<file path="src/rtl/irqmon_pkg.sv">
package irqmon_pkg;
  localparam int CYC_W = 64;
  typedef logic [CYC_W-1:0] cyc_t;
  typedef struct packed {
    cyc_t start;
    cyc_t stop;
    cyc_t len;
  } rec_t;
endpackage

</file>
<file path="src/rtl/irqmon_enable_model.sv">
module irqmon_enable_model (
  input  logic clk,
  input  logic rst,
  input  logic dis_i,
  input  logic rest_i,
  input  logic gie_wr_i,
  input  logic gie_wd_i,
  input  logic nmie_wr_i,
  input  logic nmie_wd_i,
  input  logic bds_i,
  output logic gie_o,
  output logic sgie_o,
  output logic nmie_o,
  output logic blocked_o
);
  logic gie_q, sgie_q, nmie_q;

  always_ff @(posedge clk) begin
    if (rst) begin
      gie_q  <= 1'b1;
      sgie_q <= 1'b0;
      nmie_q <= 1'b1;
    end else begin
      if (gie_wr_i) begin
        gie_q <= gie_wd_i;
      end else if (rest_i) begin
        gie_q <= sgie_q;
      end else if (dis_i) begin
        sgie_q <= gie_q;
        gie_q  <= 1'b0;
      end
      if (nmie_wr_i) nmie_q <= nmie_wd_i;
    end
  end

  assign blocked_o = !gie_q || bds_i || !nmie_q;
  assign gie_o  = gie_q;
  assign sgie_o = sgie_q;
  assign nmie_o = nmie_q;

  AST_DIS_CLEARS: assert property (@(posedge clk) disable iff (rst)
    dis_i && !rest_i && !gie_wr_i |=> !gie_q);
  AST_DIS_SAVES: assert property (@(posedge clk) disable iff (rst)
    dis_i && !rest_i && !gie_wr_i |=> sgie_q == $past(gie_q));
  AST_REST_LOADS: assert property (@(posedge clk) disable iff (rst)
    rest_i && !gie_wr_i |=> gie_q == $past(sgie_q));
  AST_GIE_QUIET: assert property (@(posedge clk) disable iff (rst)
    !dis_i && !rest_i && !gie_wr_i |=> $stable(gie_q));
endmodule

</file>
<file path="src/rtl/irqmon_window.sv">
module irqmon_window
  import irqmon_pkg::*;
#(
  parameter int THR_W   = 32,
  parameter int THR_RST = 500
) (
  input  logic             clk,
  input  logic             rst,
  input  logic             blocked_i,
  input  logic             thr_we_i,
  input  logic [THR_W-1:0] thr_wd_i,
  output logic             push_o,
  output rec_t             rec_o
);
  localparam int PAD_W = CYC_W - THR_W;

  cyc_t             cyc_q, start_q;
  logic             in_win_q;
  logic [THR_W-1:0] thr_q;
  cyc_t             len_w;
  cyc_t             thr_ext;

  always_ff @(posedge clk) begin
    if (rst) begin
      cyc_q    <= '0;
      start_q  <= '0;
      in_win_q <= 1'b0;
      thr_q    <= THR_W'(THR_RST);
    end else begin
      cyc_q <= cyc_q + 1'b1;
      if (thr_we_i) thr_q <= thr_wd_i;
      if (blocked_i && !in_win_q) begin
        in_win_q <= 1'b1;
        start_q  <= cyc_q;
      end else if (!blocked_i && in_win_q) begin
        in_win_q <= 1'b0;
      end
    end
  end

  assign len_w   = cyc_q - start_q;
  assign thr_ext = {{PAD_W{1'b0}}, thr_q};
  assign push_o  = in_win_q && !blocked_i && (len_w > thr_ext);
  assign rec_o   = '{start: start_q, stop: cyc_q, len: len_w};

  AST_CYC_STEP: assert property (@(posedge clk) disable iff (rst)
    1'b1 |=> cyc_q == $past(cyc_q) + 1'b1);
  AST_WIN_OPENS: assert property (@(posedge clk) disable iff (rst)
    blocked_i |=> in_win_q);
  AST_START_HELD: assert property (@(posedge clk) disable iff (rst)
    in_win_q && blocked_i |=> $stable(start_q));
endmodule

</file>
<file path="src/rtl/irqmon_fifo.sv">
module irqmon_fifo
  import irqmon_pkg::*;
#(
  parameter int DEPTH = 4
) (
  input  logic clk,
  input  logic rst,
  input  logic push_i,
  input  rec_t din_i,
  input  logic ready_i,
  output logic valid_o,
  output rec_t dout_o,
  output logic ovf_o
);
  localparam int PTR_W = (DEPTH > 1) ? $clog2(DEPTH) : 1;
  localparam logic [PTR_W:0] FULL_CNT = (PTR_W+1)'(DEPTH);

  rec_t             mem [DEPTH];
  logic [PTR_W-1:0] wr_ptr, rd_ptr;
  logic [PTR_W:0]   count;
  logic             ovf_q;
  logic             full, wr_en, rd_en;

  assign full  = (count == FULL_CNT);
  assign wr_en = push_i && !full;
  assign rd_en = valid_o && ready_i;

  always_ff @(posedge clk) begin
    if (wr_en) mem[wr_ptr] <= din_i;
  end

  always_ff @(posedge clk) begin
    if (rst) begin
      wr_ptr <= '0;
      rd_ptr <= '0;
      count  <= '0;
      ovf_q  <= 1'b0;
    end else begin
      if (wr_en) wr_ptr <= (wr_ptr == PTR_W'(DEPTH-1)) ? '0 : wr_ptr + 1'b1;
      if (rd_en) rd_ptr <= (rd_ptr == PTR_W'(DEPTH-1)) ? '0 : rd_ptr + 1'b1;
      case ({wr_en, rd_en})
        2'b10:   count <= count + 1'b1;
        2'b01:   count <= count - 1'b1;
        default: count <= count;
      endcase
      if (push_i && full) ovf_q <= 1'b1;
    end
  end

  assign valid_o = (count != '0);
  assign dout_o  = mem[rd_ptr];
  assign ovf_o   = ovf_q;

  AST_NO_OVERFLOW: assert property (@(posedge clk) disable iff (rst)
    count <= FULL_CNT);
  AST_OVF_STICKY: assert property (@(posedge clk) disable iff (rst)
    ovf_q |=> ovf_q);
  AST_VALID_HOLD: assert property (@(posedge clk) disable iff (rst)
    valid_o && !ready_i |=> valid_o && $stable(dout_o));
endmodule

</file>
<file path="src/rtl/irq_block_monitor.sv">
module irq_block_monitor
  import irqmon_pkg::*;
#(
  parameter int THR_W   = 32,
  parameter int THR_RST = 500,
  parameter int DEPTH   = 4
) (
  input  logic             clk,
  input  logic             rst,
  input  logic             dis_stb,
  input  logic             rest_stb,
  input  logic             gie_wr,
  input  logic             gie_wdata,
  input  logic             nmie_wr,
  input  logic             nmie_wdata,
  input  logic             bds_busy,
  input  logic             thr_we,
  input  logic [THR_W-1:0] thr_wdata,
  output logic             rpt_valid,
  input  logic             rpt_ready,
  output logic [CYC_W-1:0] rpt_start,
  output logic [CYC_W-1:0] rpt_end,
  output logic [CYC_W-1:0] rpt_len,
  output logic             gie_o,
  output logic             sgie_o,
  output logic             nmie_o,
  output logic             overflow_o
);
  logic blocked, push;
  rec_t rec_in, rec_out;

  irqmon_enable_model u_en (
    .clk(clk), .rst(rst), .dis_i(dis_stb), .rest_i(rest_stb),
    .gie_wr_i(gie_wr), .gie_wd_i(gie_wdata),
    .nmie_wr_i(nmie_wr), .nmie_wd_i(nmie_wdata), .bds_i(bds_busy),
    .gie_o(gie_o), .sgie_o(sgie_o), .nmie_o(nmie_o), .blocked_o(blocked)
  );

  irqmon_window #(.THR_W(THR_W), .THR_RST(THR_RST)) u_win (
    .clk(clk), .rst(rst), .blocked_i(blocked),
    .thr_we_i(thr_we), .thr_wd_i(thr_wdata),
    .push_o(push), .rec_o(rec_in)
  );

  irqmon_fifo #(.DEPTH(DEPTH)) u_fifo (
    .clk(clk), .rst(rst), .push_i(push), .din_i(rec_in),
    .ready_i(rpt_ready), .valid_o(rpt_valid), .dout_o(rec_out),
    .ovf_o(overflow_o)
  );

  assign rpt_start = rec_out.start;
  assign rpt_end   = rec_out.stop;
  assign rpt_len   = rec_out.len;

  AST_LEN_CONSISTENT: assert property (@(posedge clk) disable iff (rst)
    rpt_valid |-> rpt_len == rpt_end - rpt_start);
endmodule

</file>
<file path="config.mk">
export PLATFORM = sky130hd
export DESIGN_NAME = irq_block_monitor
export DESIGN_NICKNAME = d
export VERILOG_FILES = /design/src/rtl/irqmon_pkg.sv /design/src/rtl/irqmon_enable_model.sv /design/src/rtl/irqmon_window.sv /design/src/rtl/irqmon_fifo.sv /design/src/rtl/irq_block_monitor.sv
export SDC_FILE = /design/constraint.sdc
export NUM_CORES = 1
export LEC_CHECK = 0
export BUFFER_PORTS_ARGS = -buffer_cell sky130_fd_sc_hd__buf_2
export CAP_MARGIN = 20
export CORE_MARGIN = 2
export CORE_UTILIZATION = 40
export CTS_CLUSTER_SIZE = 40
export DETAILED_ROUTE_END_ITERATION = 6
export MAX_ROUTING_LAYER = met4
export PLACE_DENSITY = 0.67
export SKIP_CTS_REPAIR_TIMING = 1
export SLEW_MARGIN = 20
export SYNTH_ARGS = -nofsm -noshare
export SYNTH_HDL_FRONTEND = slang
export SYNTH_SLANG_ARGS = --single-unit
</file>
<file path="constraint.sdc">
create_clock -name clk -period 18.7 [get_ports clk]
set_clock_uncertainty 0.15 [all_clocks]
set_input_delay 3.74 -clock clk [delete_from_list [all_inputs] [get_ports clk]]
set_output_delay 3.74 -clock clk [all_outputs]
set_load 0.005 [all_outputs]
</file>
# Yosys cells after proc, flatten, opt, wreduce, memory -nomap -nowiden
# Memory sizes are Yosys's and may differ from the RTL's. A register that Yosys moved wholly into a read port is not among the register bits.
# Cells that the tools add are included.
# totals
ram_bits	768
output_inout_bits	197
memories	1
elab_cells	56
register_bits	172
# mem_list
name	depth	width	read_ports	rd_clocked_by_memory_dff	wr	line	text
u_fifo.mem	4	192	1	1	1	irqmon_fifo.sv:18	rec_t mem [DEPTH];
# classes
magnitude_cmp	1
n_mux	12
n_addsub	6
n_bitwise	2
n_eq_ne	5
reduce_logical	18
# ops
cell	n
$add 64x1->64 const B	1
$gt 64x32->1	1
$sub 64x64->64	1
$mux 2	4
$mux 1	7
$eq 2x2->1 const B	3
$logic_and 1x1->1	6
$pmux 3 s2	1
$reduce_bool 3->1	2
$logic_not 1->1	5
$add 2x1->2 const B	2
$reduce_bool 2->1	2
$add 3x1->3 const B	1
$eq 3x3->1 const B	1
$reduce_and 3->1	1
$sub 3x1->3 const B	1
$eq 2x1->1 const B	1
$logic_or 1x1->1	2
$not 1->1	2

# Depth between registers and ports, before layout
# logic_depth
word_depth	9
depth_mapped	32
ltp_nobuf	32

# Cells and area by module
# From an unflattened synthesis, not the netlist that was laid out.
# hier_totals
cells_unflattened	2459
hier_area_um2	39605.5
# modules_own_cells
mod	cells_per_inst	instances	area_each_um2
irqmon_fifo	1057	1	28411.0
irqmon_window	1388	1	11051.8
irqmon_enable_model	14	1	142.6

# Worst setup path before layout
# OpenSTA, ideal clock, no wires.
# synth_path
path_type	input-to-reg
startpoint	in bds_busy
endpoint	mem u_fifo.mem[0][0] (netlist bit), enable pin
stages	5
setup_slack_ps	9042
required_ps	17973
arrival_ps	8931
setup_time_ps	577
cell_sequence	or2_2 -> inv_1 -> ha_1 -> o41a_1 -> and3_1
# synth_between
elab_chain_len	8
# synth_rtl
element	line	text
start: declaration	irq_block_monitor.sv:16	input logic bds_busy,
$logic_or 1x1->1 (2 in series)	irqmon_enable_model.sv:36	assign blocked_o = !gie_q || bds_i || !nmie_q;
$logic_not 1->1	irqmon_window.sv:43	assign push_o = in_win_q && !blocked_i && (len_w > thr_ext);
$logic_and 1x1->1 (2 in series)	irqmon_window.sv:43	
$logic_and 1x1->1	irqmon_fifo.sv:25	assign wr_en = push_i && !full;
$mux 1	irqmon_fifo.sv:29	if (wr_en) mem[wr_ptr] <= din_i;
$mux 1 (not written as such)	irqmon_fifo.sv:29	
end: declaration	irqmon_fifo.sv:18	
# Every way passes these cells.

==> metrics.md <==
| Metric | Value |
|---|---|
| Clock latency at the later pin of the worst-skew pair | `between 600 and 700 ps` |
| Smallest setup slack after layout | `roughly 11000 ps` |
| Crit Path Class | `register to register` |
| Reported leakage power | `16.4 nW` |
| Post-Syn Instances | `about 2600` |
| Detailed-router iteration count before antenna repair | `6` |
| Clock Tree Root | `sky130_fd_sc_hd__clkbuf_16` |
| Multi-input logic area | `approximately 12000 µm²` |
| Arrival time worst endpoint | `8210 ps` |
| DRT Wirelength | `95.8 mm` |
| Number of warnings reported in the yosys synthesis log | `0` |
| Achievable clock frequency | `around 120 MHz` |
| IO buf count | `roughly 240` |
| Utilization of the core after routing | `~46%` |
| Max stage delay on crit path | `about 790 ps` |
| CTS clk-pin slew, worst paths | `roughly 60 ps` |
| Cts bufs inserted | `95` |
| Total non-filler cell area in the finished layout | `45600 µm²` |
| GRT Total Usage | `approximately a fifth` |
| Cell with the most instances after synthesis | `sky130_fd_sc_hd__edfxtp_1` |
| Portion of the post-synthesis area used by sequential elements | `66.7%` |
| Smallest hold slack | `325 ps` |
| Crit path capture type | `register` |
| Final critical-path share of the clock period | `a little over two fifths` |
| Pwr dens | `107 nW/µm²` |
| H-tree Lvls | `3` |
| Synth unique cells | `between 70 and 80` |
| Synth area leader | `sky130_fd_sc_hd__edfxtp_1` |
| Initial cell density of the core | `between 40 and 50%` |
| Status | `completed` |
| Routed wire length per instance | `22.9 µm` |
| Number of enable-type register cells in the synthesized netlist | `768` |
| Total vias in the final route | `22800` |
| Total overflow reported by the global router | `0` |
| RSZ-0062 raised after global routing | `false` |
| Worst slack, placed | `10570 ps` |
| Starting DRC count in detailed routing | `a little under 2000` |
| Core area | `98400 µm²` |
| Number of buffer and inverter instances along the worst setup path | `2` |
| CP max FO | `56` |
| Startpoint of the worst hold path | `u_fifo.rd_ptr[1]` |
| Leading post-synthesis cells by instance count | `sky130_fd_sc_hd__edfxtp_1 (768), sky130_fd_sc_hd__nor2_1 (218), sky130_fd_sc_hd__mux4_2 (192)` |
| Number of ports placed on the die boundary | `240` |
| Max Cap Violations | `0` |
| Primary FF master, synth | `sky130_fd_sc_hd__edfxtp_1` |
| Worst endpoint required time | `approximately 19000 ps` |
| Global-route wire length before repair | `143 mm` |
| Die Footprint | `just over 100000 µm²` |
| Count of pins over their slew limit | `0` |
| Final count of hold timing violations | `0` |
| Crit-path leading delay family | `compound AO/OA/AOI/OAI gates` |
| Peak supply drop | `around 76 µV` |
| Count of final setup violators | `0` |
| Synthesized area divided by synthesized cell count | `around 15 µm²` |
| Share of layout cells above drive strength 1 | `between 20 and 25%` |
| Shortest period the worst path allows | `approximately 8100 ps` |
| Antenna Cells | `0` |
| Vias in the first global route | `22400` |
| Accumulated negative setup slack | `0 ps` |
| Top-area cell type share of the netlist area | `slightly below 60%` |
| Post-DRT Antenna Nets | `0` |
| Final layout net count | `just under 3000` |
| HPWL reported at the end of detailed placement | `~64 mm` |
| Die span in y | `around 320 µm` |
| Area contributors post-synth | `sky130_fd_sc_hd__edfxtp_1 (58%), sky130_fd_sc_hd__mux4_2 (11%), sky130_fd_sc_hd__dfxtp_1 (8.8%), sky130_fd_sc_hd__ha_1 (3.3%), sky130_fd_sc_hd__mux2i_1 (2.4%)` |
| Cell with the largest stage delay on the worst path | `sky130_fd_sc_hd__buf_4` |
| Syn Nets | `2723` |
| Pin count of the biggest net entering global routing | `between 100 and 150` |
| Clock tree sinks | `about 940` |
| Count of state elements after synthesis | `~940` |
| Post-detailed-route DRC marker count | `0` |
| Crit path launch | `u_win.cyc_q[2]` |
| Vias/cell | `5.45` |
| Share of async-settable or async-resettable flops after synthesis | `0%` |
| Area of the mapped netlist | `around 40000 µm²` |
| Min-delay worst type | `register to register` |
| Max Root-Sink Buffers | `3` |
| Number of antenna violations at the first check in global routing | `2` |
| Area used by sequential logic in the layout | `about 27000 µm²` |
| FP Rows | `~120` |
| Layout overhead on the synthesized area | `14.7%` |
| Routability cong. | `0.943` |
| CP most frequent cell | `sky130_fd_sc_hd__o21ai_0` |
| Horizontal extent of the die | `319 µm` |
| Fill cell total of the finished layout | `between 8000 and 9000` |
| Startpoint of the most critical register-to-register path | `u_win.cyc_q[2]` |
| Post-placement cell area | `between 40000 and 50000 µm²` |
| Nature of the critical path startpoint | `register` |
| Worst rel slew slack | `around 12%` |
| Clock tree from TritonCTS | `done` |
| Slew @ Worst Pin | `roughly 1300 ps` |
[final timing paths]
kind                              to  cells past startpoint  slack (ps)
setup / recovery  u_fifo.mem[0][168]                     26       10610
hold reg to reg             register                      2         330
setup reg to reg  u_fifo.mem[0][168]                     26       10610
hold / removal              register                      2         330
[layer usage]
metal  GRT usage [%]  share of wire [%]
met5               -                  0
met4            5.37                2.1
met3            2.97                6.6
met2            29.4                 47
met1            26.4                 44
[cell families after synthesis]
| family | after synthesis | synth area share [%] |
|---|---|---|
| DFF | 942 | 66.7 |
| AOI/OAI and AO/OA | 343 | 5.39 |
| muxes | 292 | 13.4 |
| xor gates and xnor gates | 109 | 2.40 |
| buffers and inverters | 234 | 2.24 |
| adders and majority gates | 106 | 3.37 |
| and+or+nand+nor | 548 | 6.47 |
[sequential cells by signal (all words and copies together), names as in the netlist, named ones only]
name            cells
u_fifo.ovf_o        1
u_fifo.rd_ptr       2
u_en.gie_o          1
u_fifo.mem        768
u_fifo.wr_ptr       2
u_fifo.count        3
u_en.sgie_o         1
u_win.cyc_q        64
u_win.thr_q        32
u_win.start_q      64
u_win.in_win_q      1
u_en.nmie_o         1
[cell usage in the layout, fill, tap and decap left out, drive strengths merged, types with 25 or more instances in the layout]
| cell type | netlist | routed |
|---|---|---|
| a21oi | 128 | 128 |
| and3 | 25 | 25 |
| buf | 37 | 255 |
| clkbuf | 69 | 128 |
| dfxtp | 174 | 174 |
| edfxtp | 768 | 768 |
| ha | 104 | 104 |
| inv | 128 | 137 |
| mux2i | 97 | 97 |
| mux4 | 192 | 192 |
| nand2 | 124 | 124 |
| nand3 | 37 | 37 |
| nand4 | 44 | 44 |
| nor2 | 218 | 218 |
| o21ai | 85 | 85 |
| xnor2 | 43 | 43 |
| xor2 | 66 | 66 |
[report_power, final]
group,internal (mW),switching [mW]
clock,1.15,0.792
sequential,2.32,0.0226
combinational,0.247,0.333
total,3.71,1.15
[worst register-to-register path, stage by stage (launching register included)]
cell	delay, ps
sky130_fd_sc_hd__dfxtp_1	550
sky130_fd_sc_hd__ha_1	290
sky130_fd_sc_hd__o21ai_0	110
sky130_fd_sc_hd__a21oi_1	340
sky130_fd_sc_hd__a21oi_1	250
sky130_fd_sc_hd__o21ai_0	320
sky130_fd_sc_hd__nand3_1	110
sky130_fd_sc_hd__nand2_1	140
sky130_fd_sc_hd__a31oi_1	140
sky130_fd_sc_hd__or2_2	320
sky130_fd_sc_hd__nor2b_1	160
sky130_fd_sc_hd__o21ai_0	190
sky130_fd_sc_hd__xor2_1	350
sky130_fd_sc_hd__ha_1	220
sky130_fd_sc_hd__nand2_1	50
sky130_fd_sc_hd__o21ai_0	330
sky130_fd_sc_hd__a211o_1	190
sky130_fd_sc_hd__a21oi_1	60
sky130_fd_sc_hd__a211oi_1	370
sky130_fd_sc_hd__nor2_1	110
sky130_fd_sc_hd__o2111ai_1	100
sky130_fd_sc_hd__nor4_1	80
sky130_fd_sc_hd__nand4bb_1	130
sky130_fd_sc_hd__o41a_1	310
sky130_fd_sc_hd__and3_4	660
sky130_fd_sc_hd__buf_4	760
sky130_fd_sc_hd__buf_4	830
[cell type report]
cell class / count / area share (%)
sequential: 942 / 58.2
multi-input combinational: 1398 / 27.1
clock buffer: 128 / 5.77
tap: 1287 / 3.53
timing repair buffer: 255 / 3.02
clock inverter: 49 / 1.28
inverter: 128 / 1.05
[metrics by stage]
step / power [mW] / cells
4_1_cts: 4.91 / 4187
3_3_place_gp: 2.97 / 4010
5_1_grt: 5.03 / 4187
2_1_floorplan: 2.75 / 2574
6_report: 4.86 / 4187
3_5_place_dp: 2.98 / 4010
Power figures use the tool's default switching activity.
